==> src/rtl/uart_rx_mid.sv <==
module uart_rx_mid #(
  parameter int DEPTH = 16,
  parameter int OSR   = 16
) (
  input  logic       clk,
  input  logic       rst_n,
  input  logic       tick16,
  input  logic       rxd,
  input  logic       par_en,
  input  logic       pop,
  input  logic       irq_en,
  input  logic       per_char,
  input  logic [1:0] trig_sel,
  output logic [7:0] rx_data,
  output logic [2:0] rx_err,
  output logic       data_ready,
  output logic       overrun,
  output logic       irq
);
  localparam int AW = $clog2(DEPTH);
  localparam int CW = $clog2(OSR);
  localparam logic [CW-1:0] MID  = CW'(OSR/2 - 1);
  localparam logic [CW-1:0] LAST = CW'(OSR - 1);
  localparam logic [AW:0]   FULL = (AW+1)'(DEPTH);

  typedef enum logic [1:0] {IDLE, START, DATA, STOP} st_t;
  st_t st;
  logic [CW-1:0] cnt;
  logic [3:0]    bitn;
  logic [7:0]    shreg;
  logic          pbit, rx_last;
  logic [10:0]   mem [DEPTH];
  logic [AW-1:0] wp, rp;
  logic [AW:0]   count, level;

  wire frame_done = tick16 && st == STOP && cnt == LAST;
  wire do_pop     = pop && count != '0;
  wire do_push    = frame_done && (count != FULL || do_pop);
  wire fe = ~rxd;
  wire br = ~rxd && shreg == 8'h00 && !(par_en && pbit);
  wire pe = par_en && ((^shreg) ^ pbit);

  always_ff @(posedge clk) begin
    if (!rst_n) begin
      st <= IDLE; cnt <= '0; bitn <= '0; shreg <= '0; pbit <= 1'b0; rx_last <= 1'b1;
    end else if (tick16) begin
      rx_last <= rxd;
      case (st)
        IDLE:  if (rx_last && !rxd) begin st <= START; cnt <= '0; end
        START: if (cnt == MID) begin
                 if (rxd) st <= IDLE;
                 else begin st <= DATA; cnt <= '0; bitn <= '0; end
               end else cnt <= cnt + 1'b1;
        DATA:  if (cnt == LAST) begin
                 cnt <= '0;
                 if (bitn < 4'd8) shreg <= {rxd, shreg[7:1]};
                 else pbit <= rxd;
                 bitn <= bitn + 1'b1;
                 if ((bitn == 4'd7 && !par_en) || bitn == 4'd8) st <= STOP;
               end else cnt <= cnt + 1'b1;
        STOP:  if (cnt == LAST) st <= IDLE;
               else cnt <= cnt + 1'b1;
        default: st <= IDLE;
      endcase
    end
  end

  always_ff @(posedge clk)
    if (do_push) mem[wp] <= {br, fe, pe, shreg};

  always_ff @(posedge clk) begin
    if (!rst_n) begin
      wp <= '0; rp <= '0; count <= '0; overrun <= 1'b0;
    end else begin
      if (do_push) wp <= wp + 1'b1;
      if (do_pop)  rp <= rp + 1'b1;
      if (do_push && !do_pop) count <= count + 1'b1;
      else if (do_pop && !do_push) count <= count - 1'b1;
      if (frame_done && !do_push) overrun <= 1'b1;
      else if (do_pop) overrun <= 1'b0;
    end
  end

  always_comb
    case (trig_sel)
      2'd0: level = (AW+1)'(1);
      2'd1: level = (AW+1)'(4);
      2'd2: level = (AW+1)'(8);
      default: level = (AW+1)'(14);
    endcase

  assign data_ready = count != '0;
  assign rx_data    = data_ready ? mem[rp][7:0]  : 8'h00;
  assign rx_err     = data_ready ? mem[rp][10:8] : 3'b000;
  assign irq        = irq_en && (per_char ? data_ready : count >= level);

  always_comb if (rst_n) a_r6_fill_bound: assert (count <= FULL);

  a_r2_false_start: assert property (@(posedge clk) disable iff (!rst_n)
    (tick16 && st == START && cnt == MID && rxd) |=> st == IDLE);

  a_r7_pop_advance: assert property (@(posedge clk) disable iff (!rst_n)
    (pop && data_ready && !frame_done) |=> count == $past(count) - 1'b1);

  a_r8_overrun_set: assert property (@(posedge clk) disable iff (!rst_n)
    (frame_done && count == FULL && !pop) |=> overrun && count == FULL);

  a_r9_full_swap: assert property (@(posedge clk) disable iff (!rst_n)
    (frame_done && count == FULL && pop) |=> !$changed(overrun) && count == FULL);

  a_r10_irq_gate: assert property (@(posedge clk) disable iff (!rst_n)
    !irq_en |-> !irq);
endmodule

==> config.mk <==
export PLATFORM = sky130hd
export DESIGN_NAME = uart_rx_mid
export DESIGN_NICKNAME = d
export VERILOG_FILES = /design/src/rtl/uart_rx_mid.sv
export SDC_FILE = /design/constraint.sdc
export NUM_CORES = 1
export LEC_CHECK = 0
export ABC_AREA = 1
export BUFFER_PORTS_ARGS = -buffer_cell sky130_fd_sc_hd__buf_2
export CAP_MARGIN = 5
export CORE_ASPECT_RATIO = 0.9
export CORE_UTILIZATION = 30
export DETAILED_ROUTE_END_ITERATION = 6
export HOLD_SLACK_MARGIN = 0.05
export SLEW_MARGIN = 20
export SYNTH_ARGS = -nofsm -noshare
export SYNTH_HDL_FRONTEND = slang
export SYNTH_SLANG_ARGS = --single-unit
==> constraint.sdc <==
create_clock -name clk -period 2.3 [get_ports clk]
set_clock_uncertainty 0.1 [all_clocks]
set_input_delay 0 -clock clk [delete_from_list [all_inputs] [get_ports clk]]
set_output_delay 0 -clock clk [all_outputs]
set_load 0.01 [all_outputs]
==> impl_metrics.yaml <==
placement:
  gp_congestion: 0.821
  placed_area_um2: 10100
  port-buffer-count: 23
  dp_cells: 1328
  dp.final_hpwl_um: 13100
critical_path:
  r2r_setup_slack_ns: 0.04
  crit_type: "flip-flop to flip-flop"
  cp_max_fo: 6
  end_kind: "flip-flop"
  r2r-start: "cnt[0]"
  cp.required_ns: 2.64
  critPathLaunch: "cnt[0]"
  worstPathArrival_ns: 2.60
  cp-start-kind: "flip-flop"
sta:
  fin_setup_tns_ns: 0
  setup_viol: 0
  slew_violations: 0
  hold_viol: 0
  period_needed_ns: 2.26
  worst_slew_pin_slew_ns: 0.636
  fin_crit_sh: 0.984
  timing.slew.headroom: 0.576
  holdWs_ns: 0.150
  clock.fmax_mhz: 442
  rsz0062_at_grt: "true"
logic_synthesis:
  syn-cell-area_um2: 9210
  synth_cell_types: 31
  synth_warnings: 0
  synth_seq_cells: 214
  syn-num-nets: 917
  synthCells: 886
  yosysSeqAreaShare: 0.657
  syn-mean-instance-area_um2: 10.4
global_routing:
  grt_pass1_wl_um: 34400
  grt_max_degree: 45
  grtUsageTotal: 0.140
  antenna_found_initial: 0
  overflow: 0
  grt_pass1_vias: 6262
routing:
  drtIter0Drc: 558
  wl_per_cell_um: 16.0
  detail_route.vias_per_cell: 4.71
  drtPass1Iterations: 5
  drt-total-wl_um: 22200
  antenna_left: 0
  vias: 6561
  drcViolationCount: 0
floorplan:
  core_um2: 30000
  fp.dieW_um: 187
  die_area_um2: 31400
  initial_utilization: 0.307
  num_io_pins: 24
  chipHeight_um: 168
  rows: 60
power:
  p_leak_uw: 0.00419
  ir_worst_vdd_uv: 498
  p_per_area_nw_per_um2: 940
final_layout:
  layoutNonFillerInstCount: 1392
  syn_to_final_growth_pct: 21.2
  nFillCells: 2956
  fin_area_um2: 11200
  drive_above_1_share: 0.154
  regArea_um2: 6050
  num-nets-final: 1005
  multi_input_area_um2: 2890
clock_network:
  clock_latency_ns: 0.50
  h-tree-depth: 1
  clk_pin_slew_ns: 0.06
  ctsRootBufferMaster: "clkbuf_16"
  clock_path_buffers: 3
  cts_buffers: 22
  cts.sinks: 214
  cts_tree: "built"
min_path:
  worstHoldStart: "rst_n"
  hold_class: "primary input to flip-flop"
flow_run:
  max-cap-violations: 0
run_status:
  outcome: "finished, final reports clean"
==> area by class of cell <==
| cell class | count | area share |
|---|---|---|
| Clock buffer | 26 | 0.0507 |
| Clock inverter | 12 | 0.00594 |
| Sequential cell | 214 | 0.543 |
| Inverter | 51 | 0.0187 |
| Timing Repair Buffer | 103 | 0.0772 |
| Tap cell | 403 | 0.0452 |
| Multi-Input combinational cell | 582 | 0.259 |
| Antenna cell | 1 | 0.000224 |
==> kinds of logic after synthesis <==
logic type	share of synthesized area
fa+ha+maj	0.0294
simple gates	0.222
compound gates	0.0394
xor+xnor	0.0105
flops	0.657
buf+inv	0.0416
==> cells in the final DEF, fill, tap and decap left out, types with 5 or more instances in the layout <==
cell type	synthesis	routed
nand2_1	267	265
edfxtp_1	176	176
nand3_1	151	150
buf_4	4	52
inv_1	46	44
nor2_1	44	43
a21oi_1	45	41
dfxtp_1	38	33
clkbuf_16	0	24
buf_2	17	23
dlygate4sd3_1	0	18
o21ai_0	21	17
ha_1	20	16
xor2_1	9	9
clkinv_1	1	5
o21ai_1	2	5
clkinv_2	1	5
==> Yosys cell counts <==
| library cell | n | area share |
|---|---|---|
| inv_2 | 3 | 0.0012 |
| buf_1 | 4 | 0.0016 |
| clkinv_2 | 1 | 0.00054 |
| nor3_4 | 1 | 0.0018 |
| a21boi_0 | 1 | 0.00082 |
| clkbuf_1 | 13 | 0.0053 |
| buf_4 | 4 | 0.0033 |
| nand3_1 | 151 | 0.082 |
| nand3_2 | 1 | 0.0011 |
| clkinv_1 | 1 | 0.00041 |
| edfxtp_1 | 176 | 0.57 |
| fa_1 | 1 | 0.0022 |
| nand2_1 | 267 | 0.11 |
| or2_2 | 1 | 0.00068 |
| buf_6 | 1 | 0.0012 |
| xor2_1 | 9 | 0.0086 |
| nor2_4 | 2 | 0.0024 |
| nor3_1 | 4 | 0.0022 |
| inv_1 | 46 | 0.019 |
| nand2_2 | 5 | 0.0034 |
| ha_1 | 20 | 0.027 |
| o21ai_1 | 2 | 0.0011 |
| xnor2_1 | 2 | 0.0019 |
| nor2_1 | 44 | 0.018 |
| o211ai_1 | 1 | 0.00082 |
| nand4_1 | 3 | 0.0020 |
| a211oi_1 | 1 | 0.00082 |
| a21oi_1 | 45 | 0.024 |
| dfxtp_1 | 38 | 0.083 |
| o21ai_0 | 21 | 0.011 |
| buf_2 | 17 | 0.0092 |
==> power by group <==
group	internal, uW	total (uW)	switching [uW]
sequential	4220	4290	71.7
clock	1750	3200	1450
combinational	1110	3000	1880
total	7090	10500	3400
==> final timing paths <==
check,cells after the start,endpoint
setup reg to reg,17,count[4]
setup / recovery,17,count[4]
hold / removal,3,cnt[1]
hold reg to reg,2,shreg[6]
==> metal layers <==
metal / share of wire / GRT usage / vias up
met5: 0 / 0 / -
met4: 0.019 / 0.0328 / 0
met3: 0.058 / 0.0202 / 29
met2: 0.44 / 0.216 / 194
met1: 0.48 / 0.207 / 3128
li1: - / - / 3210
==> registers in the layout, indices dropped and copies added, names as in the netlist, 4 cells and up, named ones only <==
register	cells
mem	176
shreg	8
count	5
bitn	4
cnt	4
rp	4
wp	4
==> stage by stage <==
| step | utilization | worst slack (ns) | total power (uW) |
|---|---|---|---|
| finish | 0.372 | 0.0357 | 10500 |
| global route | 0.371 | -0.0745 | 11000 |
| CTS | 0.365 | -0.000969 | 10300 |
| detailed placement | 0.337 | -0.0846 | 7080 |
| global placement | 0.337 | -0.00179 | 7050 |
| floorplan | - | -0.0133 | 6190 |
==> worst max-delay path: stages (launching register included) <==
cell      delay, ns
dfxtp_2        0.35
ha_4           0.15
nand3_4        0.08
inv_2          0.08
nand2_4        0.05
nor2_4         0.13
nand2_4        0.07
clkinv_4       0.05
ha_4           0.15
inv_8          0.05
fa_2           0.37
nand3_2        0.08
nand2_2        0.06
a21oi_2        0.15
o21ai_2        0.08
nand2_1        0.06
nand2_1        0.04
nor2_1         0.10
==> what timing repair did <==
action / CTS / global route
pin swaps: 1 / 9
gates cloned: 0 / 2
buffers inserted: 0 / 5
endpoints found under the setup margin: 4 / 19
resized for setup: 4 / 33
endpoints found under the hold margin: 84 / 0
hold buffers: 18 / 0
(Power assumes the default switching activity.)
